`src/rtl/agc_pkg.sv`:
```
package agc_pkg;
    localparam int SAMPLE_W  = 10;
    localparam int INTEG_W   = 20;
    localparam int CODE_W    = 12;
    localparam int SHIFT_W   = 4;
    localparam int WIN_LOG2  = 6;
    localparam int LOCK_RUNS = 4;
    localparam int ERR_W     = SAMPLE_W + 2;
    localparam int AERR_W    = ERR_W - 1;
    localparam int SUM_W     = AERR_W + WIN_LOG2;
    localparam int RUN_W     = $clog2(LOCK_RUNS + 1);

    typedef enum logic {BW_ACQ = 1'b0, BW_TRK = 1'b1} bw_mode_t;

    typedef struct packed {
        logic signed [ERR_W-1:0] err;
        logic [AERR_W-1:0]       abs_err;
    } agc_err_t;

    function automatic logic [SAMPLE_W-1:0] magnitude(input logic signed [SAMPLE_W-1:0] x);
        return x[SAMPLE_W-1] ? SAMPLE_W'(-x) : x;
    endfunction
endpackage

```
`src/rtl/agc_error.sv`:
```
module agc_error
    import agc_pkg::*;
(
    input  logic                       clk,
    input  logic                       rst,
    input  logic signed [SAMPLE_W-1:0] sample,
    input  logic [SAMPLE_W-1:0]        target,
    output agc_err_t                   err_q
);
    logic [SAMPLE_W-1:0]     mag;
    logic signed [ERR_W-1:0] diff;
    logic signed [ERR_W-1:0] diff_abs;

    always_comb begin
        mag      = magnitude(sample);
        diff     = $signed({2'b00, target}) - $signed({2'b00, mag});
        diff_abs = (diff < 0) ? -diff : diff;
    end

    always_ff @(posedge clk) begin
        if (rst) begin
            err_q <= '0;
        end else begin
            err_q.err     <= diff;
            err_q.abs_err <= diff_abs[AERR_W-1:0];
        end
    end
endmodule

```
`src/rtl/agc_integrator.sv`:
```
module agc_integrator
    import agc_pkg::*;
(
    input  logic                    clk,
    input  logic                    rst,
    input  bw_mode_t                mode,
    input  logic [SHIFT_W-1:0]      acq_shift,
    input  logic [SHIFT_W-1:0]      trk_shift,
    input  logic signed [ERR_W-1:0] err,
    output logic [INTEG_W-1:0]      integ_q
);
    localparam logic [INTEG_W-1:0] IMAX = '1;
    localparam logic [INTEG_W-1:0] IMID = INTEG_W'(1) << (INTEG_W - 1);

    logic [SHIFT_W-1:0]        sh;
    logic signed [ERR_W-1:0]   step;
    logic signed [INTEG_W+1:0] sum;
    logic [INTEG_W-1:0]        integ_d;

    always_comb begin
        sh   = (mode == BW_TRK) ? trk_shift : acq_shift;
        step = err >>> sh;
        sum  = $signed({2'b00, integ_q}) + (INTEG_W+2)'(step);
        if (sum < 0)
            integ_d = '0;
        else if (sum > $signed({2'b00, IMAX}))
            integ_d = IMAX;
        else
            integ_d = sum[INTEG_W-1:0];
    end

    always_ff @(posedge clk) begin
        if (rst) integ_q <= IMID;
        else     integ_q <= integ_d;
    end

    // saturation, never a wrap across the range
    a_r5_no_wrap_up: assert property (@(posedge clk) disable iff (rst)
        ($past(integ_q[INTEG_W-1:INTEG_W-2]) == 2'b11) |-> (integ_q[INTEG_W-1:INTEG_W-2] != 2'b00));
    a_r5_no_wrap_down: assert property (@(posedge clk) disable iff (rst)
        ($past(integ_q[INTEG_W-1:INTEG_W-2]) == 2'b00) |-> (integ_q[INTEG_W-1:INTEG_W-2] != 2'b11));
endmodule

```
`src/rtl/agc_sdm.sv`:
```
module agc_sdm
    import agc_pkg::*;
(
    input  logic              clk,
    input  logic              rst,
    input  logic [CODE_W-1:0] code,
    output logic              sd_out
);
    logic [CODE_W-1:0] acc_q;
    logic [CODE_W:0]   nxt;

    always_comb nxt = {1'b0, acc_q} + {1'b0, code};

    always_ff @(posedge clk) begin
        if (rst) begin
            acc_q  <= '0;
            sd_out <= 1'b0;
        end else begin
            acc_q  <= nxt[CODE_W-1:0];
            sd_out <= nxt[CODE_W];
        end
    end

    // a zero code never emits a one
    a_r6_zero_code: assert property (@(posedge clk) disable iff (rst)
        (code == '0) |=> !sd_out);
endmodule

```
`src/rtl/agc_lock.sv`:
```
module agc_lock
    import agc_pkg::*;
(
    input  logic                clk,
    input  logic                rst,
    input  logic                restart,
    input  logic [AERR_W-1:0]   abs_err,
    input  logic [SAMPLE_W-1:0] thr,
    output logic                locked
);
    logic [WIN_LOG2-1:0] cnt_q;
    logic [SUM_W-1:0]    sum_q;
    logic [SUM_W-1:0]    total;
    logic [SUM_W-1:0]    avg;
    logic [RUN_W-1:0]    good_q, bad_q;
    logic                win_end, in_win;

    always_comb begin
        win_end = (cnt_q == '1);
        total   = sum_q + SUM_W'(abs_err);
        avg     = total >> WIN_LOG2;
        in_win  = (avg <= SUM_W'(thr));
    end

    always_ff @(posedge clk) begin
        if (rst || restart) begin
            cnt_q  <= '0;
            sum_q  <= '0;
            good_q <= '0;
            bad_q  <= '0;
            locked <= 1'b0;
        end else begin
            cnt_q <= cnt_q + 1'b1;
            if (win_end) begin
                sum_q <= '0;
                if (in_win) begin
                    bad_q <= '0;
                    if (good_q < RUN_W'(LOCK_RUNS)) good_q <= good_q + 1'b1;
                    if (good_q >= RUN_W'(LOCK_RUNS - 1)) locked <= 1'b1;
                end else begin
                    good_q <= '0;
                    if (bad_q < RUN_W'(LOCK_RUNS)) bad_q <= bad_q + 1'b1;
                    if (bad_q >= RUN_W'(LOCK_RUNS - 1)) locked <= 1'b0;
                end
            end else begin
                sum_q <= total;
            end
        end
    end

    // lock rises only at a window boundary
    a_r8_rise_on_window: assert property (@(posedge clk) disable iff (rst)
        $rose(locked) |-> $past(win_end));
    // lock falls only at a window boundary or on restart
    a_r9_fall_on_window: assert property (@(posedge clk) disable iff (rst)
        $fell(locked) |-> $past(win_end || restart));
endmodule

```
`src/rtl/agc_loop.sv`:
```
module agc_loop
    import agc_pkg::*;
(
    input  logic                clk,
    input  logic                rst,
    input  logic [9:0]          sample,
    input  logic [9:0]          target,
    input  logic [3:0]          acq_shift,
    input  logic [3:0]          trk_shift,
    input  logic [9:0]          lock_thr,
    input  logic                slope_inv,
    input  logic                restart,
    output logic                gain_sd,
    output logic [11:0]         gain_level,
    output logic                locked,
    output logic                bw_trk
);
    agc_err_t           err_q;
    bw_mode_t           mode;
    logic [INTEG_W-1:0] integ;
    logic [CODE_W-1:0]  code;

    agc_error u_err (
        .clk(clk), .rst(rst), .sample($signed(sample)), .target(target), .err_q(err_q)
    );

    agc_integrator u_int (
        .clk(clk), .rst(rst), .mode(mode), .acq_shift(acq_shift),
        .trk_shift(trk_shift), .err(err_q.err), .integ_q(integ)
    );

    agc_lock u_lock (
        .clk(clk), .rst(rst), .restart(restart), .abs_err(err_q.abs_err),
        .thr(lock_thr), .locked(locked)
    );

    agc_sdm u_sdm (
        .clk(clk), .rst(rst), .code(code), .sd_out(gain_sd)
    );

    always_comb begin
        mode       = locked ? BW_TRK : BW_ACQ;
        bw_trk     = (mode == BW_TRK);
        gain_level = integ[INTEG_W-1 -: CODE_W];
        code       = slope_inv ? ~gain_level : gain_level;
    end

    // restart forces reacquisition on the next cycle
    a_r10_restart_clears: assert property (@(posedge clk) disable iff (rst)
        restart |=> !locked);
endmodule

```
`config.mk`:
```
export PLATFORM = sky130hd
export DESIGN_NAME = agc_loop
export DESIGN_NICKNAME = d
export VERILOG_FILES = /design/src/rtl/agc_pkg.sv /design/src/rtl/agc_error.sv /design/src/rtl/agc_integrator.sv /design/src/rtl/agc_sdm.sv /design/src/rtl/agc_lock.sv /design/src/rtl/agc_loop.sv
export SDC_FILE = /design/constraint.sdc
export NUM_CORES = 1
export LEC_CHECK = 0
export BUFFER_PORTS_ARGS = -buffer_cell sky130_fd_sc_hd__buf_2
export CORE_ASPECT_RATIO = 0.6
export CORE_MARGIN = 2
export CORE_UTILIZATION = 40
export CTS_BUF_LIST = sky130_fd_sc_hd__clkbuf_8 sky130_fd_sc_hd__clkbuf_16
export DETAILED_ROUTE_END_ITERATION = 10
export PLACE_DENSITY_LB_ADDON = 0.08
export SKIP_CTS_REPAIR_TIMING = 1
export SLEW_MARGIN = 20
export SYNTH_ARGS = -nofsm -noshare
export SYNTH_HDL_FRONTEND = slang
export SYNTH_SLANG_ARGS = --single-unit
```
`constraint.sdc`:
```
create_clock -name clk -period 3.86 [get_ports clk]
set_input_delay 0.193 -clock clk [delete_from_list [all_inputs] [get_ports clk]]
set_output_delay 0.193 -clock clk [all_outputs]
set_load 0.02 [all_outputs]
```
==> metrics, run 1 <==
Antenna Nets Post-Route 0; critical path class reg2reg; total clock buffers created by CTS 9; gpl congestion 0.891; CP required 4110 ps; die area 16900 sq um; first-pass GRT wire length 25000 microns; DRT Wirelength 15600 microns; Max Cap Viol 0; Hold/Removal Path Class in2reg; WP data arrival 4230 ps; synthesized cell area 6350 sq um; mean post-synth cell area 8.58 sq um; core area 15400 sq um; clock slew at reported path FFs 60 ps; Yosys cell types 80; Pwr Density 494 nW/um^2; grt total ovfl 0; Async SR Flop Fraction 0%; P_leak 3.40 nW; post-DR vias/cell 5.33; CP max stage delay 520 ps; I/O pin count 57; Antenna diodes 0; std cell rows 35; Net Count, Synth 860; final hold vios 0; synthesis-to-layout area growth 17.9%; drt wl/cell 15.3 microns; Least-Margin Pin Slew 695 ps; status finished with violations; final net count 928; setup slack after placement -159 ps; top_reg_cell synth dfxtp_1; Tot Pwr 0.00369 W; initial antenna violation count 0; Clock Path Buffers 2; dpl cell area 6850 sq um; RSZ-0062 raised after global routing yes; DRT iter0 DRCs 357; GRT Total Usage 18.3%; die width 167 microns; Skew-Pair Late Insertion Delay 340 ps; EDFF count, synth 0; top cell type's share of synthesized area 26.5%; Synth Register Bits 84; Ys Warns 0; I/O Buffers 56; failing checks negative setup slack; register area share after synthesis 26.5%; fin area 7480 sq um; Commonest cells post-synth 84 x dfxtp_1, 74 x ha_1, 70 x nor2_1, 55 x a21oi_1, 53 x nand2_1; post-DP HPWL 11800 microns; CP bufs+invs 2; Starting Density 41.2%; Final Slew Violations 0; Max stage delay cell, worst path mux4_2; startpoint types flip-flop; normalized max-slew margin 53.5%; Gate Count Post-Synth 740; slack of the critical path -123 ps; vias 5406; CTS tree built; Final period util 103%; Synth area leaders dfxtp_1 26%, ha_1 15%, xor2_1 6.1%, a21oi_1 4.3%, nor2_1 4.1%; top achievable clock speed 251 MHz; Top delay family on crit path compound AO/OA/AOI/OAI gates; count leader, synth dfxtp_1; largest net degree at the start of global routing 26; TritonRoute pass-1 iters 5; min cycle time layout 3980 ps; CTS H-tree depth 3; number of global-route vias before repair 4925; Worst Path Max Fanout 6; CP Cell Sequence mux2i_4, buf_12, mux2i_4, a21oi_2, mux4_2, ha_4, fa_2, a21oi_2, o22ai_2, o21ai_2, nand3b_4, a31oi_4, a221o_1, buf_4, o21ai_0, o32ai_1; DRC violations left 0; Worst setup EP type flip-flop; height of the chip 102 microns; largest area contributor in the netlist dfxtp_1; final setup violation count 20; Max Clock Skew 5.99 ps; share of post-route cells with drive strength above 1 20.4%; maximum vdd drop 0.196 mV; CTS Sinks 84; CTS root buf clkbuf_16
-- worst min-delay path: cells and delay by family --
kind	cells	cell delay, ps
adders and majority gates	1	210
buffers and inverters	1	90
and+or+nand+nor	1	70
-- stage by stage --
stage	TNS (ps)	cells	util (%)	hold WS (ps)
floorplan	0	740	-	412
global placement	0	984	44.4	435
detailed placement	-1520	984	44.4	441
CTS	-2540	999	46.4	258
global route	-4750	1015	48.5	295
finish	-1220	1015	48.5	274
-- layout by cell type, fill, tap and decap left out, types with 3 or more instances in the layout --
cell / count
o21ai_1: 5
o21bai_1: 3
o21ai_2: 3
o21a_1: 9
nor2b_1: 19
a31oi_1: 5
clkbuf_16: 11
o32ai_1: 6
buf_2: 56
nand3_1: 18
mux2i_2: 3
mux2i_1: 11
and2_1: 4
mux2_2: 4
and3_1: 13
nand2b_1: 4
inv_1: 36
nand4_1: 4
nor3_1: 15
o31ai_1: 4
xor2_1: 44
o21ai_0: 33
a21oi_2: 5
buf_4: 30
a21o_1: 12
o211ai_1: 3
ha_1: 72
xnor2_1: 26
nand2_1: 53
mux2i_4: 5
fa_1: 3
or2_2: 3
or3_1: 7
dfxtp_1: 82
a211oi_1: 8
a21oi_1: 51
nor2_1: 70
nor4_1: 4
-- area by class of cell --
| cell class | instances | area [sq um] |
|---|---|---|
| fill | 1485 | 7940 |
| clock inverter | 5 | 51.3 |
| sequential | 84 | 1690 |
| clock buffer | 10 | 250 |
| inverter | 35 | 131 |
| tap | 203 | 254 |
| multi-input combinational | 588 | 4520 |
| timing repair buffer | 90 | 582 |
-- cells by family after synthesis --
kind of cell,count (synthesis),share of synthesized area (%)
AOI/OAI and AO/OA,186,20.3
and+or+nand+nor,225,17.1
DFF,84,26.5
muxes,26,4.59
buffers and inverters,69,5.28
xor gates and xnor gates,72,10.4
adders and majority gates,78,15.9
-- routing by layer --
| metal | track usage [%] | vias to the layer above | share of wire, % |
|---|---|---|---|
| li1 | - | 2768 | - |
| met2 | 24.8 | 126 | 37 |
| met5 | 0 | - | 0 |
| met4 | 4.05 | 0 | 0.95 |
| met3 | 3.09 | 18 | 4.4 |
| met1 | 29.4 | 2494 | 57 |
-- flip-flops by register name, summed over array words and instances (netlist names) --
signal and cells:
u_lock.cnt_q 6, u_lock.sum_q 17, u_int.integ_q 20, u_sdm.sd_out 1, u_lock.locked 1, u_lock.good_q 3, u_sdm.acc_q 12, u_err.err_q 21
u_lock.bad_q 3
-- final timing paths --
kind                                      start          endpoint  slack (ps)  depth (start not counted)
worst min-delay path                  sample[0]    u_err.err_q[0]         270                          3
worst max register to register    u_lock.locked  u_int.integ_q[3]        -120                         16
worst max-delay path              u_lock.locked  u_int.integ_q[3]        -120                         16
worst min register to register  u_lock.cnt_q[0]   u_lock.cnt_q[0]         460                          1
-- power breakdown --
| group | switching (W) | leakage [nW] | internal [W] |
|---|---|---|---|
| logic | 0.000919 | 2.56 | 0.000739 |
| clock network | 0.000365 | 0.151 | 0.000533 |
| registers | 0.000107 | 0.693 | 0.00103 |
Power figures use the tool's default switching activity.
==> inputs of run 2 (changes only) <==
ABC_AREA = 1   (was unset)
==> run 2 against run 1 <==
Effect of this change:
- the run now ends clean
- wire length rose by 1.9%
- non-clock buffer count fell by 27
- die area rose by 1.4%
- first-iteration DRC count rose by 11%
- setup slack improved by 490 ps
- clock-buffer cell count rose by 1
- sequential share of layout area rose by 0.81 points
- power fell by 4.5%
- register-to-register slack improved by 490 ps
- synthesized cell count rose by 24%
==> metrics, run 2 <==
std cell rows 35 (unchanged); gpl congestion 0.907 (+1.8%); Yosys cell types 48 (-40%); worst setup path endpoint u_int.integ_q[18]; Gate Count Post-Synth 919 (+24%); count leader, synth nand2_1; I/O pin count 57 (unchanged); mean post-synth cell area 7.00 sq um (-18%); I/O Buffers 56 (unchanged); top_reg_cell synth dfxtp_1; Synth Register Bits 84 (unchanged); core area 15500 sq um (+0.85%); share of post-route cells with drive strength above 1 11.9% (-8.5 points); largest net degree at the start of global routing 21 (-19%); Top reg by flops u_err.err_q; synthesis-to-layout area growth 12.0%; Pwr Density 490 nW/um^2 (-0.84%); drt wl/cell 13.5 microns (-12%); CTS H-tree depth 3 (unchanged); worst flop-to-flop path startpoint u_lock.locked; Starting Density 41.4% (+0.23 points); Largest register FFs 21 (unchanged); final hold vios 0 (unchanged); CP max stage delay 410 ps (-110 ps); synthesized cell area 6440 sq um (+1.4%); startpoint types flip-flop; number of global-route vias before repair 5095 (+3.5%); DRT iter0 DRCs 398 (+11%); Skew-Pair Late Insertion Delay 340 ps (about the same); post-DP HPWL 12900 microns (+9.5%); Hold/Removal Path Class in2reg; Async SR Flop Fraction 0% (unchanged); Antenna diodes 0 (unchanged); Max Clock Skew 7.97 ps (+1.98 ps); vias 5705 (+5.5%); status finished clean; Final Slew Violations 0 (unchanged); Net Count, Synth 1039 (+21%); CP dominant cell by count nand2_1; final setup violation count 0 (-100%); die area 17200 sq um (+1.4%); Ys Warns 0 (unchanged); CTS root buf clkbuf_16; register area share after synthesis 26.1% (-0.37 points); initial antenna violation count 0 (unchanged); P_leak 3.64 nW (+6.8%); CTS Sinks 84 (unchanged); final net count 1089 (+17%); min cycle time layout 3490 ps (-489 ps); first-pass GRT wire length 26300 microns (+5.3%); CTS tree built; top achievable clock speed 286 MHz (+14%); crit path from u_lock.locked; post-DR vias/cell 4.85 (-9.0%); clock slew at reported path FFs 60 ps (about the same); FILL cells 1587 (+6.9%); slack of the critical path 366 ps (+489 ps); DRC violations left 0 (unchanged); normalized max-slew margin 47.1% (-6.5 points); EDFF count, synth 0 (unchanged); top cell type's share of synthesized area 26.1% (-0.37 points); TritonRoute pass-1 iters 5 (unchanged); Clock Path Buffers 2 (unchanged); WP data arrival 3720 ps (-510 ps); TNS Setup 0 ps (+1220 ps); R2R depth 20 (+4); CP required 4080 ps (-30 ps); critical path class reg2reg; CP Cell Sequence inv_1, or2_2, o21ai_0, inv_1, o21ai_0, nand2_1, a21oi_1, nor3_1, ha_1, fa_1, nand3_1, nand2_1, nand3_1, nand2_1, nand3_1, nand2_1, nand2_1, nand2_1, xnor2_1, a21oi_2; Worst setup EP type flip-flop; reg2reg setup slack 370 ps (+490 ps); Antenna Nets Post-Route 0 (unchanged); GRT Total Usage 19.3% (+1.0 points); grt total ovfl 0 (unchanged); setup slack after placement 282 ps (+441 ps); Synth area leaders dfxtp_1 26%, ha_1 14%, nand2_1 10%, a21oi_1 7.4%, inv_1 7.0%; Max Cap Viol 0 (unchanged); RSZ-0062 raised after global routing no; largest area contributor in the netlist dfxtp_1; largest registers u_err.err_q: 21 flops, u_int.integ_q: 20 flops, u_lock.sum_q: 17 flops; die width 168 microns (+0.69%); Max stage delay cell, worst path dfxtp_2; total clock buffers created by CTS 9 (unchanged); commonest non-fill, non-tap cells in the layout 174 x nand2_1, 121 x inv_1, 97 x nor2_1; height of the chip 102 microns (+0.68%); r2r endpoint u_int.integ_q[18]; Final period util 90.5% (-13 points); maximum vdd drop 0.237 mV (+21%); Least-Margin Pin Slew 793 ps (+98.2 ps); commonest non-fill, non-tap cell in the layout nand2_1; Commonest cells post-synth 176 x nand2_1, 120 x inv_1, 97 x nor2_1, 95 x a21oi_1, 84 x dfxtp_1; DRT Wirelength 15900 microns (+1.9%); Worst Path Max Fanout 8 (+2)
## run 2: logic make-up after synthesis
logic type	Yosys count	share of synthesized area, %
flip-flops	84	26.1
multiplexers	5	0.816
AND/OR/NAND/NOR	359	23.6
adder cells (fa/ha/maj)	78	15.6
XOR/XNOR	52	7.19
buffers and inverters	147	9.68
AO/OA/AOI/OAI	194	17.0
## run 2: worst min-delay path by stage
stage                      end  cells after the start             from
6_report        u_sdm.acc_q[0]                      2              rst
5_1_grt        u_err.err_q[17]                      2              rst
4_1_cts        u_err.err_q[20]                      2              rst
3_5_place_dp   u_lock.cnt_q[0]                      1  u_lock.cnt_q[0]
3_3_place_gp   u_lock.cnt_q[0]                      1  u_lock.cnt_q[0]
2_1_floorplan  u_lock.cnt_q[2]                      3          restart
## run 2: layout make-up
cell class | count | area [sq um] | share of cell area (%)
clock buffer | 11 | 253 | 3.51
clock inverter | 5 | 51.3 | 0.712
inverter | 122 | 458 | 6.36
multi-input combinational | 689 | 4170 | 57.9
sequential | 84 | 1680 | 23.4
tap | 203 | 254 | 3.52
timing repair buffer | 63 | 333 | 4.62
## run 2: stage by stage
step	util (%)	instance area [sq um]	std cells	total power, W	hold WS [ps]
finish	46.4	7210	1177	0.00353	215
global route	46.4	7210	1177	0.00382	220
CTS	46.1	7160	1176	0.00353	202
detailed placement	44.1	6860	1160	0.00263	436
global placement	44.1	6860	1160	0.00265	437
floorplan	-	6440	919	0.00229	405
## run 2: where the power goes
group / internal, W / switching [W] / leakage, nW
Clock: 0.000532 / 0.000348 / 0.153
Combinational: 0.000560 / 0.000961 / 2.79
Sequential: 0.00103 / 0.000100 / 0.692
## run 2: worst max-delay path: cells and delay by family, from the launching register on
family / cells / cell delay, ps
adder cells (fa/ha/maj): 2 / 610
XOR/XNOR: 1 / 190
AND/OR/NAND/NOR: 11 / 1180
flip-flops: 1 / 410
AO/OA/AOI/OAI: 4 / 690
buffers and inverters: 2 / 290
## run 2: per-layer routing
metal  GRT usage [%]  wire [microns]
met5               0               0
met1            32.9            9900
met3            3.87             942
met2            23.2            4870
met4            4.01             140
==> inputs of run 3 (changes only) <==
SYNTH_HIERARCHICAL = 1   (was unset)
==> run 3 against run 2 <==
Effect of this change:
- worst hold slack better by 10 ps
- critical path depth unchanged
- largest power group unchanged
- power is 8.8% higher
- register-to-register slack got worse by 40 ps
- utilization fell by 0.91 points
- highest routed layer unchanged
- critical endpoint is now u_int/integ_q[14]
- via count rose by 22%
- die area is 14% higher
==> metrics, run 3 <==
Gate Count Post-Synth 1140 (+24%); largest net degree at the start of global routing 22 (+4.8%); CTS tree built; final setup violation count 0 (unchanged); register area share after synthesis 22.8% (-3.3 points); Net Count, Synth 1260 (+21%); Final Slew Violations 0 (unchanged); cell total after placement 1431 (+23%); EDFF count, synth 0 (unchanged); post-DR vias/cell 4.80 (-1.1%); Synth Register Bits 84 (unchanged); Clock Path Buffers 2 (unchanged); CP Cell Sequence inv_2, or2_1, o21ai_2, inv_1, nor2_2, inv_1, o21ai_1, a21oi_1, ha_1, fa_1, nand2_1, nand2_1, o21ai_0, nand3b_1, nand3_1, inv_1, nand2_1, nand2_2, buf_4, a21oi_2; synthesized cell area 7370 sq um (+15%); count leader, synth nand2_1; Max Clock Skew 8.81 ps (+0.832 ps); mean post-synth cell area 6.46 sq um (-7.7%); die width 179 microns (+6.8%); Worst setup EP type flip-flop; I/O pin count 57 (unchanged); startpoint types flip-flop; I/O Buffers 56 (unchanged); Async SR Flop Fraction 0% (unchanged); die area 19600 sq um (+14%); drt wl/cell 13.4 microns (-0.35%); WP data arrival 3760 ps (+40 ps); critical path class reg2reg; gpl congestion 0.902 (-0.56%); P_leak 4.37 nW (+20%); met2 global-route usage 24.1% (+0.92 points); Multi-input gate area 4840 sq um (+16%); Starting Density 40.8% (-0.61 points); FILL cells 1973 (+24%); top cell type's share of synthesized area 22.8% (-3.3 points); CP required 4090 ps (about the same); status finished clean; commonest non-fill, non-tap cell in the layout nand2_1; share of post-route cells with drive strength above 1 15.2% (+3.3 points); DRT Wirelength 19400 microns (+23%); final net count 1322 (+21%); Reg area 1680 sq um (unchanged); normalized max-slew margin 65.9% (+19 points); Hold/Removal Path Class in2reg; largest area contributor in the netlist dfxtp_1; DRC violations left 0 (unchanged); Top reg by flops u_err/err_q; initial antenna violation count 0 (unchanged); vias 6939 (+22%); Least-Margin Pin Slew 509 ps (-284 ps); GR Layer Usage met1 35.9% (+3.0 points); TNS Setup 0 ps (unchanged); CTS root buf clkbuf_16; GRT Total Usage 20.9% (+1.5 points); Max Cap Viol 0 (unchanged); final hold vios 0 (unchanged); Ys Warns 6 (+6); min cycle time layout 3530 ps (+35.4 ps); grt total ovfl 0 (unchanged); DRT iter0 DRCs 584 (+47%); core area 18100 sq um (+16%); Worst Path Max Fanout 10 (+2); Max stage delay cell, worst path fa_1; synthesis-to-layout area growth 11.4%; Synth area leaders dfxtp_1 23%, nand2_1 16%, ha_1 13%, inv_1 9.5%, nor2_1 5.0%; RSZ-0062 raised after global routing no; Skew-Pair Late Insertion Delay 350 ps (about the same); Finished Layout Cells 1447 (+23%); CTS Sinks 84 (unchanged); first-pass GRT wire length 31500 microns (+20%); met3 Use GR 4.92% (+1.0 points); CTS H-tree depth 3 (unchanged); number of global-route vias before repair 6061 (+19%); commonest non-fill, non-tap cells in the layout 314 x nand2_1, 186 x inv_1, 99 x nor2_1; TritonRoute pass-1 iters 5 (unchanged); clock slew at reported path FFs 70 ps (about the same); std cell rows 38 (+8.6%); Commonest cells post-synth 314 x nand2_1, 186 x inv_1, 99 x nor2_1, 84 x dfxtp_1, 74 x ha_1; GR peak layer met1; post-DP HPWL 15900 microns (+23%); height of the chip 109 microns (+6.7%); Pwr Density 468 nW/um^2 (-4.5%); maximum vdd drop 0.225 mV (-5.4%); largest registers u_err/err_q: 21 flops, u_int/integ_q: 20 flops, u_lock/sum_q: 17 flops; Antenna diodes 0 (unchanged); Largest register FFs 21 (unchanged); Tot Pwr 0.00384 W (+8.8%); total clock buffers created by CTS 9 (unchanged); top_reg_cell synth dfxtp_1; CP max stage delay 430 ps (+20 ps); Final period util 91.4% (+0.92 points); top achievable clock speed 283 MHz (-1.0%); Antenna Nets Post-Route 0 (unchanged); Yosys cell types 50 (+4.2%)
==> run 3: cell count changes after synthesis, sizes merged, moves of 4 or more <==
cell | previous run | this run
nand2 | 179 | 352
inv | 120 | 197
nand3 | 40 | 66
a21oi | 105 | 84
xor2 | 34 | 16
nor2 | 101 | 114
buf | 20 | 12
o21ai | 58 | 50
and2 | 0 | 6
a21o | 5 | 0
clkbuf | 5 | 1
o21a | 4 | 0
==> run 3: where the power goes <==
part           leakage (nW)  total (W)  internal [W]  switching (W)
registers             0.692    0.00111       0.00102      0.0000906
logic                  3.53    0.00181      0.000633        0.00117
clock network         0.153   0.000919      0.000514       0.000405
total                  4.37    0.00384       0.00217        0.00167
==> run 3: worst max-delay path: cells and delay by family (launching register included) <==
kind	cells	cell delay, ps
AND/OR/NAND/NOR	8	1080
flip-flops	1	420
buffers and inverters	5	670
adder cells (fa/ha/maj)	2	660
AO/OA/AOI/OAI	5	560
==> run 3: final timing paths <==
kind | startpoint | end | slack, ps | cells past startpoint
setup reg to reg | u_lock/locked | u_int/integ_q[14] | 330 | 20
hold reg to reg | u_lock/cnt_q[0] | u_lock/cnt_q[0] | 450 | 1
hold / removal | restart | u_lock/cnt_q[2] | 230 | 4
setup / recovery | u_lock/locked | u_int/integ_q[14] | 330 | 20
==> run 3: per-stage QoR <==
step	hold slack, ps	cell area (sq um)	setup slack (ps)	util [%]
floorplan	262	7370	687	-
global placement	432	7900	355	43.7
detailed placement	437	7900	288	43.7
CTS	204	8210	273	45.4
global route	245	8210	45.3	45.4
finish	225	8210	330	45.4
==> run 3: cell families after synthesis <==
logic type	share of synthesized area, %
buffers and inverters	11.5
muxes	0.136
AOI/OAI and AO/OA	12.5
xor gates and xnor gates	3.89
DFF	22.8
and+or+nand+nor	35.5
adders and majority gates	13.7
==> run 3: layer usage <==
layer | part of all wire [%] | routed length [microns]
met5 | 0 | 0
met4 | 1.0 | 194
met3 | 7.6 | 1470
met2 | 32 | 6130
met1 | 60 | 11600
==> run 3: final cells by class <==
cell class	count	area share (%)
Inverter	198	9.05
Tap cell	240	3.66
Clock buffer	9	2.74
Multi-Input combinational cell	845	58.9
Timing Repair Buffer	64	4.15
Clock inverter	7	0.991
Sequential cell	84	20.5
